### src/rtl/exc_entry_pkg.sv
package exc_entry_pkg;

    localparam int CODE_W = 5;
    localparam int CE_W   = 2;
    localparam int CLS_W  = 4;

    typedef enum logic [CLS_W-1:0] {
        EXC_INT     = 4'd0,
        EXC_TMOD    = 4'd1,
        EXC_TREFILL = 4'd2,
        EXC_TINV    = 4'd3,
        EXC_ADDR    = 4'd4,
        EXC_SYS     = 4'd5,
        EXC_BRK     = 4'd6,
        EXC_RESV    = 4'd7,
        EXC_COPU    = 4'd8,
        EXC_OVF     = 4'd9,
        EXC_TRAP    = 4'd10,
        EXC_RESET   = 4'd11
    } exc_class_e;

    typedef struct packed {
        logic [CODE_W-1:0] code;
        logic              bd;
        logic [CE_W-1:0]   ce;
    } cause_t;

    function automatic logic class_known(input logic [CLS_W-1:0] c);
        return c <= CLS_W'(EXC_RESET);
    endfunction

    function automatic logic writes_xlat(input exc_class_e c);
        return (c == EXC_TMOD) || (c == EXC_TREFILL) || (c == EXC_TINV);
    endfunction

    function automatic logic [CODE_W-1:0] exc_code(input exc_class_e c, input logic st);
        case (c)
            EXC_TMOD:             return 5'h01;
            EXC_TREFILL, EXC_TINV: return st ? 5'h03 : 5'h02;
            EXC_ADDR:             return st ? 5'h05 : 5'h04;
            EXC_SYS:              return 5'h08;
            EXC_BRK:              return 5'h09;
            EXC_RESV:             return 5'h0A;
            EXC_COPU:             return 5'h0B;
            EXC_OVF:              return 5'h0C;
            EXC_TRAP:             return 5'h0D;
            default:              return 5'h00;
        endcase
    endfunction

endpackage

### src/rtl/exc_vector_sel.sv
module exc_vector_sel
    import exc_entry_pkg::*;
#(
    parameter int              XLEN        = 32,
    parameter logic [XLEN-1:0] RESET_VEC   = 32'hBFC0_0000,
    parameter logic [XLEN-1:0] BEV_OVF_VEC = 32'hBFC0_0200,
    parameter logic [XLEN-1:0] GEN_OFF     = 32'h180,
    parameter logic [XLEN-1:0] IRQ_OFF     = 32'h200,
    parameter logic [XLEN-1:0] REFILL_OFF  = 32'h000
) (
    input  exc_class_e      cls,
    input  logic            exl_before,
    input  logic            bev,
    input  logic            iv,
    input  logic [XLEN-1:0] ebase,
    output logic [XLEN-1:0] handler
);
    always_comb begin
        handler = ebase + GEN_OFF;
        case (cls)
            EXC_RESET:   handler = RESET_VEC;
            EXC_TREFILL: if (!exl_before) handler = ebase + REFILL_OFF;
            EXC_INT:     if (iv) handler = ebase + IRQ_OFF;
            EXC_OVF:     if (bev) handler = BEV_OVF_VEC;
            default:     handler = ebase + GEN_OFF;
        endcase
    end
endmodule

### src/rtl/exc_epc_calc.sv
module exc_epc_calc #(
    parameter int XLEN       = 32,
    parameter int INSN_BYTES = 4
) (
    input  logic [XLEN-1:0] pc,
    input  logic [XLEN-1:0] npc,
    output logic [XLEN-1:0] epc_new,
    output logic            in_slot
);
    localparam logic [XLEN-1:0] STEP = XLEN'(INSN_BYTES);

    always_comb begin
        in_slot = (pc + STEP) != npc;
        epc_new = in_slot ? (pc - STEP) : pc;
    end
endmodule

### src/rtl/exc_csr_bank.sv
module exc_csr_bank
    import exc_entry_pkg::*;
#(
    parameter int XLEN    = 32,
    parameter int ASID_W  = 8,
    parameter int VPN2_W  = 19,
    parameter int VPN2X_W = 2,
    parameter int SRS_W   = 4
) (
    input  logic               clk,
    input  logic               rst,
    input  logic               take_exc,
    input  logic               take_reset,
    input  exc_class_e         cls,
    input  logic               store,
    input  logic [CE_W-1:0]    cop_id,
    input  logic [XLEN-1:0]    vaddr,
    input  logic [ASID_W-1:0]  asid,
    input  logic [VPN2_W-1:0]  vpn2,
    input  logic [VPN2X_W-1:0] vpn2x,
    input  logic [VPN2_W-1:0]  ctx_vpn2,
    input  logic [XLEN-1:0]    epc_new,
    input  logic               bd_new,
    input  logic               bev,
    input  logic [SRS_W-1:0]   ess,
    output logic               exl,
    output logic               cu1,
    output logic [SRS_W-1:0]   css,
    output logic [SRS_W-1:0]   pss,
    output cause_t             cause,
    output logic [XLEN-1:0]    epc,
    output logic [XLEN-1:0]    badvaddr,
    output logic [ASID_W-1:0]  eh_asid,
    output logic [VPN2_W-1:0]  eh_vpn2,
    output logic [VPN2X_W-1:0] eh_vpn2x,
    output logic [VPN2_W-1:0]  ctx_badvpn2
);
    always_ff @(posedge clk) begin
        if (rst) begin
            exl         <= 1'b0;
            cu1         <= 1'b0;
            css         <= '0;
            pss         <= '0;
            cause       <= '0;
            epc         <= '0;
            badvaddr    <= '0;
            eh_asid     <= '0;
            eh_vpn2     <= '0;
            eh_vpn2x    <= '0;
            ctx_badvpn2 <= '0;
        end else begin
            if (take_exc) begin
                exl <= 1'b1;
                if (!exl && !bev) begin
                    pss <= css;
                    css <= ess;
                end
                epc        <= epc_new;
                cause.bd   <= bd_new;
                cause.code <= exc_code(cls, store);
                cause.ce   <= (cls == EXC_COPU) ? cop_id : '0;
                if (writes_xlat(cls) || cls == EXC_ADDR)
                    badvaddr <= vaddr;
                if (writes_xlat(cls)) begin
                    eh_asid     <= asid;
                    eh_vpn2     <= vpn2;
                    eh_vpn2x    <= vpn2x;
                    ctx_badvpn2 <= ctx_vpn2;
                end
            end
            if (take_reset)
                cu1 <= 1'b1;
        end
    end
endmodule

### src/rtl/exc_entry_ctrl.sv
module exc_entry_ctrl
    import exc_entry_pkg::*;
#(
    parameter int XLEN       = 32,
    parameter int ASID_W     = 8,
    parameter int VPN2_W     = 19,
    parameter int VPN2X_W    = 2,
    parameter int SRS_W      = 4,
    parameter int INSN_BYTES = 4
) (
    input  logic               clk,
    input  logic               rst,
    input  logic               req_valid,
    input  logic [CLS_W-1:0]   req_class,
    input  logic               req_store,
    input  logic [CE_W-1:0]    req_cop_id,
    input  logic [XLEN-1:0]    req_vaddr,
    input  logic [ASID_W-1:0]  req_asid,
    input  logic [VPN2_W-1:0]  req_vpn2,
    input  logic [VPN2X_W-1:0] req_vpn2x,
    input  logic [VPN2_W-1:0]  req_ctx_vpn2,
    input  logic [XLEN-1:0]    cur_pc,
    input  logic [XLEN-1:0]    cur_npc,
    input  logic [XLEN-1:0]    cfg_ebase,
    input  logic               cfg_bev,
    input  logic               cfg_iv,
    input  logic [SRS_W-1:0]   cfg_ess,
    output logic               st_exl,
    output logic               st_cu1,
    output logic [SRS_W-1:0]   srs_css,
    output logic [SRS_W-1:0]   srs_pss,
    output logic [CODE_W-1:0]  cause_code,
    output logic               cause_bd,
    output logic [CE_W-1:0]    cause_ce,
    output logic [XLEN-1:0]    epc,
    output logic [XLEN-1:0]    badvaddr,
    output logic [ASID_W-1:0]  entryhi_asid,
    output logic [VPN2_W-1:0]  entryhi_vpn2,
    output logic [VPN2X_W-1:0] entryhi_vpn2x,
    output logic [VPN2_W-1:0]  ctx_badvpn2,
    output logic               redir_valid,
    output logic [XLEN-1:0]    redir_pc,
    output logic [XLEN-1:0]    redir_npc,
    output logic [XLEN-1:0]    redir_nnpc
);
    localparam int REDIR_N = 3;

    exc_class_e      cls;
    logic            known, take_exc, take_reset, take_any;
    logic [XLEN-1:0] handler, epc_new;
    logic            in_slot;
    cause_t          cause_q;
    logic [XLEN-1:0] seq   [REDIR_N];
    logic [XLEN-1:0] seq_q [REDIR_N];

    assign cls        = exc_class_e'(req_class);
    assign known      = class_known(req_class);
    assign take_any   = req_valid && known;
    assign take_reset = take_any && (cls == EXC_RESET);
    assign take_exc   = take_any && (cls != EXC_RESET);

    exc_vector_sel #(.XLEN(XLEN)) u_vec (
        .cls        (cls),
        .exl_before (st_exl),
        .bev        (cfg_bev),
        .iv         (cfg_iv),
        .ebase      (cfg_ebase),
        .handler    (handler)
    );

    exc_epc_calc #(.XLEN(XLEN), .INSN_BYTES(INSN_BYTES)) u_epc (
        .pc      (cur_pc),
        .npc     (cur_npc),
        .epc_new (epc_new),
        .in_slot (in_slot)
    );

    exc_csr_bank #(
        .XLEN(XLEN), .ASID_W(ASID_W), .VPN2_W(VPN2_W),
        .VPN2X_W(VPN2X_W), .SRS_W(SRS_W)
    ) u_csr (
        .clk         (clk),
        .rst         (rst),
        .take_exc    (take_exc),
        .take_reset  (take_reset),
        .cls         (cls),
        .store       (req_store),
        .cop_id      (req_cop_id),
        .vaddr       (req_vaddr),
        .asid        (req_asid),
        .vpn2        (req_vpn2),
        .vpn2x       (req_vpn2x),
        .ctx_vpn2    (req_ctx_vpn2),
        .epc_new     (epc_new),
        .bd_new      (in_slot),
        .bev         (cfg_bev),
        .ess         (cfg_ess),
        .exl         (st_exl),
        .cu1         (st_cu1),
        .css         (srs_css),
        .pss         (srs_pss),
        .cause       (cause_q),
        .epc         (epc),
        .badvaddr    (badvaddr),
        .eh_asid     (entryhi_asid),
        .eh_vpn2     (entryhi_vpn2),
        .eh_vpn2x    (entryhi_vpn2x),
        .ctx_badvpn2 (ctx_badvpn2)
    );

    assign cause_code = cause_q.code;
    assign cause_bd   = cause_q.bd;
    assign cause_ce   = cause_q.ce;

    // Sequential fetch addresses following the handler entry point
    for (genvar gi = 0; gi < REDIR_N; gi++) begin : g_seq
        assign seq[gi] = handler + XLEN'(gi * INSN_BYTES);
        always_ff @(posedge clk) begin
            if (rst)           seq_q[gi] <= '0;
            else if (take_any) seq_q[gi] <= seq[gi];
        end
    end

    always_ff @(posedge clk) begin
        if (rst) redir_valid <= 1'b0;
        else     redir_valid <= take_any;
    end

    assign redir_pc   = seq_q[0];
    assign redir_npc  = seq_q[1];
    assign redir_nnpc = seq_q[2];
endmodule

### config.mk
export PLATFORM = sky130hd
export DESIGN_NAME = exc_entry_ctrl
export DESIGN_NICKNAME = d
export VERILOG_FILES = /design/src/rtl/exc_entry_pkg.sv /design/src/rtl/exc_vector_sel.sv /design/src/rtl/exc_epc_calc.sv /design/src/rtl/exc_csr_bank.sv /design/src/rtl/exc_entry_ctrl.sv
export SDC_FILE = /design/constraint.sdc
export NUM_CORES = 1
export LEC_CHECK = 0
export BUFFER_PORTS_ARGS = -buffer_cell sky130_fd_sc_hd__buf_2
export CORE_MARGIN = 2
export CORE_UTILIZATION = 25
export CTS_CLUSTER_DIAMETER = 120
export CTS_CLUSTER_SIZE = 25
export DETAILED_ROUTE_END_ITERATION = 7
export SYNTH_ARGS = -nofsm -noshare
export SYNTH_HDL_FRONTEND = slang
export SYNTH_SLANG_ARGS = --single-unit
### constraint.sdc
create_clock -name clk -period 7.7 [get_ports clk]
set_input_delay 0.385 -clock clk [delete_from_list [all_inputs] [get_ports clk]]
set_output_delay 0.385 -clock clk [all_outputs]
set_load 0.03 [all_outputs]
# After elaboration in Yosys (flattened, before gate mapping)
# Memories as Yosys holds them, arrays and structs flattened.
# Index checks and enable logic that the tools add are counted.
dict set report word_totals {
  ff_bits 131
  mem_bits_rw 96
  input_bits 192
  out_inout_bits 227
  wordCells 69
  memories 1
}
dict set report classes {
  n_addsub 6
  order_cmp 1
  n_eq_ne 13
  mux 17
  bitwise_logic 3
  reduce_logical 14
}
# name words width rd rd_ports_with_merged_regs wr line_no
set mem_list {}
lappend mem_list {seq_q 3 32 3 0 3 exc_entry_ctrl.sv:54} ;# logic [XLEN-1:0] seq_q [REDIR_N];
# operator n
set op_table {}
lappend op_table {{two-way mux 32 bit} 7}
lappend op_table {{one-hot mux 32 bit (4 select lines)} 1}
lappend op_table {{adder 32 x 3 -> 32 bit (second input constant)} 2}
lappend op_table {{one-hot mux 5 bit (9 select lines)} 1}
lappend op_table {{adder 32 x 10 -> 32 bit (second input constant)} 1}
lappend op_table {{adder 32 x 4 -> 32 bit (second input constant)} 1}
lappend op_table {{adder 32 x 9 -> 32 bit (second input constant)} 1}
lappend op_table {{inequality test 32 bit} 1}
lappend op_table {{subtractor 32 x 3 -> 32 bit (second input constant)} 1}
lappend op_table {{equality test 4 x 3 -> 1 bit (second input constant)} 4}
lappend op_table {{equality test 4 bit (second input constant)} 4}
lappend op_table {{equality test 4 x 2 -> 1 bit (second input constant)} 2}
lappend op_table {{two-way mux 1 bit} 7}
lappend op_table {{AND reduction 2 bit} 3}
lappend op_table {{equality test 4 x 1 -> 1 bit (second input constant)} 1}
lappend op_table {{less-or-equal comparator 4 bit (second input constant)} 1}
lappend op_table {{logical AND 1 bit} 4}
lappend op_table {{zero test 4 bit} 1}
lappend op_table {{inequality test 4 bit (second input constant)} 1}
lappend op_table {{logical OR 1 bit} 3}
lappend op_table {{bitwise OR 1 bit} 3}
lappend op_table {{zero test 1 bit} 2}
lappend op_table {{two-way mux 2 bit} 1}
lappend op_table {{OR reduction 2 bit} 1}

# Depth between registers and ports, before layout
# Gate-level depths: netlist of run 1.
dict set report depth {
  ltp_word 6
  depth_mapped 16
  ltp_nobuf 12
}

# Modules after synthesis
# From an unflattened synthesis of run 1, not the netlist that was laid out.
dict set report hier_totals {
  hier_cells 1475
  area_unflattened_um2 13274.0
}
# module n_inst cells_each area_per_inst_um2 seq_area_each_um2
set by_module_without_submodules {}
lappend by_module_without_submodules {exc_csr_bank 1 552 5156.2 2582.5}
lappend by_module_without_submodules {exc_entry_ctrl 1 379 4635.7 2752.6}
lappend by_module_without_submodules {exc_epc_calc 1 281 1898.1 0.0}
lappend by_module_without_submodules {exc_vector_sel 1 263 1584.0 0.0}

# Worst setup path after synthesis of run 1
# Ideal clock, no wire load.
dict set report synth_path {
  kind {input to register}
  from {input req_class[3]}
  to {memory seq_q[1][29], data pin}
  arrival_ns 3.497
  required_time_ns 7.430
  slack_ns 3.933
  cell_stages 12
  path_buffers 3
  cell_sequence {buf_2 > or4_1 > clkbuf_1 > nor2_1 > buf_2 > a21oi_1 > a32oi_1 > nand4b_1 > or4b_2 > nor4_1 > a31o_2 > a21oi_1}
}
# element line_no
set synth_rtl {}
lappend synth_rtl {{start: declaration} exc_entry_ctrl.sv:14} ;# input logic [CLS_W-1:0] req_class,
lappend synth_rtl {{end: declaration} exc_entry_ctrl.sv:54}

==> results of run 1 <==
==> cells in the mapped netlist (7+ instances only) <==
| cell | number |
|---|---|
| nand2b_1 | 9 |
| or3_1 | 35 |
| and2_1 | 21 |
| or4_1 | 23 |
| a22oi_1 | 8 |
| buf_1 | 7 |
| nand2_1 | 241 |
| a31oi_1 | 29 |
| a21oi_1 | 131 |
| xor2_1 | 35 |
| nor4_1 | 27 |
| nor3_1 | 27 |
| nand4_1 | 29 |
| xnor2_1 | 55 |
| o31ai_1 | 18 |
| and3_1 | 24 |
| o21ai_0 | 62 |
| inv_1 | 24 |
| and4_1 | 8 |
| a211oi_1 | 10 |
| nor2b_1 | 7 |
| nor2_1 | 115 |
| buf_2 | 10 |
| mux2i_1 | 9 |
| dfxtp_1 | 130 |
| clkbuf_1 | 89 |
| o211ai_1 | 13 |
| nand3_1 | 49 |
| or2_2 | 12 |
| edfxtp_1 | 91 |
==> flip-flops by register name, indices dropped and copies added, names as in the netlist <==
register,count
redir_valid,1
u_csr.eh_vpn2x,2
u_csr.css,4
u_csr.cu1,1
u_csr.eh_vpn2,19
u_csr.badvaddr,32
u_csr.epc,32
u_csr.ctx_badvpn2,19
u_csr.eh_asid,8
u_csr.pss,4
seq_q,91
u_csr.exl,1
u_csr.cause,7
==> cell families after synthesis <==
| kind of cell | count (synthesis) | share of synthesized area |
|---|---|---|
| other cells | 1 | 0.000302 |
| xor+xnor | 90 | 0.0636 |
| compound gates | 352 | 0.178 |
| fa+ha+maj | 6 | 0.00605 |
| simple gates | 660 | 0.266 |
| mux | 14 | 0.0118 |
| buf+inv | 138 | 0.0447 |
| flops | 221 | 0.430 |
==> critical path: stages <==
cell and delay, ns:
buf_2 0.22, or4_1 0.67, nor2_1 0.71, o221ai_1 0.25, o2bb2ai_1 0.27, or3_1 0.42, or4_1 0.73, nor4_1 0.52
nand3_1 0.15, mux2i_1 0.15
==> worst max-delay path by stage <==
stage	from	slack [ns]	to	cells after the start
6_report	req_class[2]	3.44	seq_q[2][31]$_SDFFCE_PN0P_	10
3_3_place_gp	req_class[2]	3.05	seq_q[1][29]$_SDFFCE_PN0P_	10
4_1_cts	u_csr.exl$_SDFFE_PP0P_	3.53	seq_q[1][29]$_SDFFCE_PN0P_	9
5_1_grt	u_csr.exl$_SDFFE_PP0P_	3.12	seq_q[1][29]$_SDFFCE_PN0P_	9
3_5_place_dp	req_class[2]	3.00	seq_q[1][29]$_SDFFCE_PN0P_	10
2_1_floorplan	req_class[3]	3.93	seq_q[1][29]$_SDFFCE_PN0P_	12
==> cells in the final DEF (no fill, tap or decap), types with 23 or more instances in the layout <==
cell and instances:
nand2_1 240, nand4_1 29, dfxtp_1 130, edfxtp_1 91, a31oi_1 29, nor3_1 27
o21ai_0 62, xnor2_1 55, buf_2 416, a21oi_1 131, nor2_1 115, or4_1 23
or3_1 35, xor2_1 35, inv_1 24, nand3_1 49, nor4_1 27, and3_1 24
==> per-stage QoR <==
stage | instance area, um2 | utilization | hold WS [ns] | instances
after floorplan | 12400 | - | 0.521 | 1482
after global placement | 14900 | 0.305 | 0.438 | 2461
after detailed placement | 14900 | 0.305 | 0.443 | 2461
after CTS | 15300 | 0.313 | 0.0583 | 2481
after global routing | 15300 | 0.313 | 0.0764 | 2483
final | 15300 | 0.313 | 0.103 | 2484
==> layer usage <==
metal  vias up  GRT usage  share of wire
met4         6     0.0628          0.034
met3        84     0.0336          0.077
met1      5914      0.221           0.43
li1       6020          -              -
met2       530      0.278           0.46
met5         -          0        0.00076
==> power breakdown <==
| part | leakage, nW | switching, W | internal, W |
|---|---|---|---|
| Clock | 0.178 | 0.000425 | 0.000321 |
| Combinational | 3.97 | 0.000444 | 0.000187 |
| Sequential | 2.01 | 0.0000312 | 0.00130 |
==> layout make-up <==
type                    instances  share of cell area
diodes                          3            0.000490
clock buffers                  16              0.0220
clock inverters                 4             0.00220
inverters                      25             0.00612
multi-input cells            1123               0.425
flip-flops and latches        221               0.348
well taps                     664              0.0542
repair buffers                428               0.142
==> results.yml, run 1 <==
die:
  start_util: 0.253
  dieArea_um2: 51400
  chipHeight_um: 227
  fp.coreArea_um2: 49000
  die_w_um: 227
  io_pins: 419
  row_count: 81
clock_network:
  htree_num_levels: 1
  clk_pin_slew_ns: 0.10
  clock_path_buffers: 3
  ctsHoldBuffers: 0
  clock_sinks: 221
  cts_resized: 0
  cts_made_buffers: 13
  post_cts_buffers: 0
  clock_latency_ns: 0.51
  cts_root_buf: "clkbuf_16"
  cts_tree: "built"
placement:
  pre_cts_slack_ns: 3.00
  port-buffer-count: 417
  dpl.hpwl_um: 34700
  gp_congestion: 0.915
sta:
  period_minus_slack_ns: 4.26
  relSlewSlack: 0.205
  fin_tns_setup_ns: 0
  fmaxAchievable_mhz: 235
  worstMarginPinSlew_ns: 1.19
  finClkSkew_ns: 0.0104
  setup_viol: 0
  min_period_over_period: 0.553
  finalWorstSetupSlack_ns: 3.44
  rsz0062_at_grt: "no"
  hold_viol: 0
  slew_viol_final: 0
synthesis:
  ys_warn_count: 0
  netlist_area_um2: 12400
  syn_avg_cell_area_um2: 8.37
  syn-num-nets: 1680
  synth-edff-count: 91
  yosys.cell_types.count: 79
  ys_top_cells_by_area: "edfxtp_1, dfxtp_1, nand2_1, a21oi_1, xnor2_1"
  synth_largest_area_cell: "edfxtp_1"
  synth.top_cell.area_share: 0.220
  ys_seq_elements: 221
  async_flop_share: 0
  synth_flop_cell: "dfxtp_1"
  synth_cells: 1482
  seq_area_frac_synth: 0.430
worst_setup_path:
  required_ns: 7.96
  cp-end-kind: "flip-flop"
  startpoint_type: "primary input"
  criticalPathCategory: "primary input to flip-flop"
  cp_max_fo: 24
  ff2ff_setup_slack_ns: 3.46
  cp.arrival_ns: 4.51
  rr_worst_depth: 9
  regToRegEndpoint: "seq_q[1][29]$_SDFFCE_PN0P_"
  r2r-start: "u_csr.exl$_SDFFE_PP0P_"
layout:
  fillers: 5196
  nets: 2010
  area_delta_synth_final_pct: 23.6
  regArea_um2: 5340
  multi_input_area_um2: 6520
  layout-drive-gt1-share: 0.270
job:
  drv_cap: 0
drt:
  wl_um: 46100
  drtPass1Iterations: 5
  drt_iter0_markers: 1008
  vias: 12600
  ant_nets: 0
  vias_per_cell: 5.05
  routedWlPerCell_um: 18.5
  drc_errors: 0
global_route:
  grt.overflow.total: 0
  grt_usage: 0.170
  grt_max_degree: 107
  grt_pass1_wl_um: 68400
  grt_antenna_before_repair: 9
  grt_pass1_vias: 11800
hold_path:
  hold_path_end: "u_csr.ctx_badvpn2[14]$_SDFFE_PP0P_"
  whs_path_depth: 3
  hold_path_startpoint: "req_ctx_vpn2[14]"
  hold_path_class: "primary input to flip-flop"
power_and_ir_drop:
  p_leak_nw: 6.16
  power_w: 0.00271
  power_density_nw_per_um2: 177
  max-vdd-ir-drop_v: 0.000158
outcome:
  outcome: "completed"
No activity file was read; power rests on OpenSTA's default activity.
==> inputs of run 2 (changes only) <==
Settings changed: ABC_AREA from default to 1.
Clock period 7.7 ns to 4.2 ns, I/O delays scaled along.
==> run 2 against run 1 <==
Net effect: final cell count increased by 31%; worst setup slack lost 2.2 ns; count of clock-buffer cells in the layout rose by 1; clock skew rose by 0.0091 ns; clock power grew 110%; routed wire length increased by 11%; critical endpoint is now seq_q[1][29]$_SDFFCE_PN0P_.
==> results.yml, run 2 <==
worst_setup_path:
  criticalPathCategory: "flip-flop to flip-flop"
  cp_max_fo: 13
  required_ns: 4.48
  r2r-start: "u_csr.exl$_SDFFE_PP0P_"
  cp-end-kind: "flip-flop"
  startpoint_type: "flip-flop"
  crit_start: "u_csr.exl$_SDFFE_PP0P_"
  cp.arrival_ns: 3.27
placement:
  dpl.hpwl_um: 38900
  gp_congestion: 0.929
  port-buffer-count: 417
synthesis:
  seq_area_frac_synth: 0.383
  synth.top_cell.area_share: 0.196
  ys_warn_count: 0
  synth_flop_cell: "dfxtp_1"
  synth_cells: 2045
  synth_largest_area_cell: "edfxtp_1"
  async_flop_share: 0
  ys_seq_elements: 221
  yosysMostFrequentCell: "nand2_1"
  synth_commonest_cells: "nand2_1, nor2_1, inv_1"
  yosys.cell_types.count: 51
  synth-edff-count: 91
  syn_avg_cell_area_um2: 6.81
  netlist_area_um2: 13900
  ys_top_cells_by_area: "edfxtp_1, dfxtp_1, nand2_1, nor2_1, inv_1"
  syn-num-nets: 2243
sta:
  rsz0062_at_grt: "no"
  worstMarginPinSlew_ns: 1.05
  whs_ns: 0.0323
  hold_viol: 0
  finClkSkew_ns: 0.0194
  period_minus_slack_ns: 3.00
  slew_viol_final: 0
  fin_tns_setup_ns: 0
  min_period_over_period: 0.714
  relSlewSlack: 0.297
  fmaxAchievable_mhz: 334
  setup_viol: 0
drt:
  drc_errors: 0
  drtPass1Iterations: 7
  drt_iter0_markers: 1091
  vias: 14800
  vias_per_cell: 4.55
  routedWlPerCell_um: 15.7
  wl_um: 51100
  ant_nets: 0
global_route:
  grt_antenna_before_repair: 9
  grt.overflow.total: 0
  grt_usage: 0.169
  grt_pass1_wl_um: 76800
  grt_max_degree: 97
  grt_pass1_vias: 13500
outcome:
  outcome: "completed"
die:
  start_util: 0.253
  io_pins: 419
  die_w_um: 240
  fp.coreArea_um2: 55100
  chipHeight_um: 240
  row_count: 86
  dieArea_um2: 57600
hold_path:
  hold_path_startpoint: "req_cop_id[1]"
  hold_path_class: "primary input to flip-flop"
power_and_ir_drop:
  power_density_nw_per_um2: 301
  p_leak_nw: 8.52
  max-vdd-ir-drop_v: 0.000231
layout:
  largest_register_ffs: 91
  top_register: "seq_q"
  area_delta_synth_final_pct: 29.2
  layout_common_cells: "nand2_1, buf_2, nor2_1"
  biggestRegsByFlops: "seq_q (91), u_csr.badvaddr (32), u_csr.epc (32)"
  layout_commonest_cell: "nand2_1"
  nets: 2683
  layout-drive-gt1-share: 0.217
clock_network:
  clock_latency_ns: 0.51
  cts_root_buf: "clkbuf_16"
  cts_resized: 0
  clock_sinks: 221
  cts_made_buffers: 14
  post_cts_buffers: 0
  htree_num_levels: 1
  cts_tree: "built"
  clk_pin_slew_ns: 0.11
  clock_path_buffers: 3
job:
  drv_cap: 0
run 2: logic make-up (layout without fill, tap and decap cells):
group | after synthesis | in the layout | synth area share
XOR/XNOR | 80 | 80 | 0.0503
adder cells (fa/ha/maj) | 6 | 6 | 0.00539
AND/OR/NAND/NOR | 1084 | 1084 | 0.343
flip-flops | 221 | 221 | 0.383
AO/OA/AOI/OAI | 288 | 288 | 0.111
other | 1 | 13 | 0.000269
buffers and inverters | 365 | 812 | 0.107
run 2: power breakdown:
group | internal (W) | switching, W | total, W
clock network | 0.000745 | 0.000831 | 0.00158
logic | 0.000425 | 0.000961 | 0.00139
registers | 0.00239 | 0.0000641 | 0.00246
run 2: path summary, 6_finish.rpt:
path | cells past startpoint | end | slack, ns
setup / recovery | 15 | seq_q[1][29]$_SDFFCE_PN0P_ | 1.20
hold / removal | 3 | u_csr.cause[1]$_SDFFE_PP0P_ | 0.03
setup reg to reg | 15 | seq_q[1][29]$_SDFFCE_PN0P_ | 1.20
hold reg to reg | 2 | u_csr.eh_asid[6]$_SDFFE_PP0P_ | 0.45
run 2: timing repair:
item / 4_1_cts / 5_1_grt
endpoints found under the setup margin: 0 / 0
hold buffers: 88 / 0
hold endpoints to repair: 88 / 0
run 2: layout make-up:
cell class | instances | area [um2]
Clock buffer | 17 | 383
Clock inverter | 6 | 88.8
Sequential cell | 221 | 5340
Timing Repair Buffer | 521 | 3090
Tap cell | 748 | 936
Fill cell | 6004 | 37100
Multi-Input combinational cell | 1459 | 7120
Antenna cell | 12 | 30.0
Inverter | 268 | 1010
run 2: metal layers:
layer | vias up | GRT usage | part of all wire
met4 | 4 | 0.0327 | 0.019
met1 | 6665 | 0.223 | 0.44
met2 | 631 | 0.287 | 0.47
met5 | - | 0 | 0.00053
li1 | 7434 | - | -
met3 | 49 | 0.0338 | 0.075
run 2: stage by stage:
step | std cells | power (W) | setup slack [ns] | util | cell area (um2)
after floorplan | 2045 | 0.00338 | 1.06 | - | 13900
after global placement | 3129 | 0.00382 | 1.03 | 0.302 | 16600
after detailed placement | 3129 | 0.00382 | 0.959 | 0.302 | 16600
after CTS | 3240 | 0.00550 | 1.25 | 0.326 | 18000
after global routing | 3244 | 0.00570 | 0.930 | 0.326 | 18000
final | 3252 | 0.00542 | 1.20 | 0.327 | 18000
run 2: worst max-delay path, cell delays in order (launching register included):
cell     delay [ns]
dfxtp_1        0.31
inv_1          0.14
nand3_1        0.12
buf_4          0.21
inv_1          0.39
a22oi_1        0.18
nand3_1        0.34
nand2_2        0.17
nor2_1         0.19
inv_2          0.08
nor2_2         0.18
nand2_1        0.07
nor2_1         0.16
nand3_1        0.09
nand2_1        0.07
inv_1          0.03
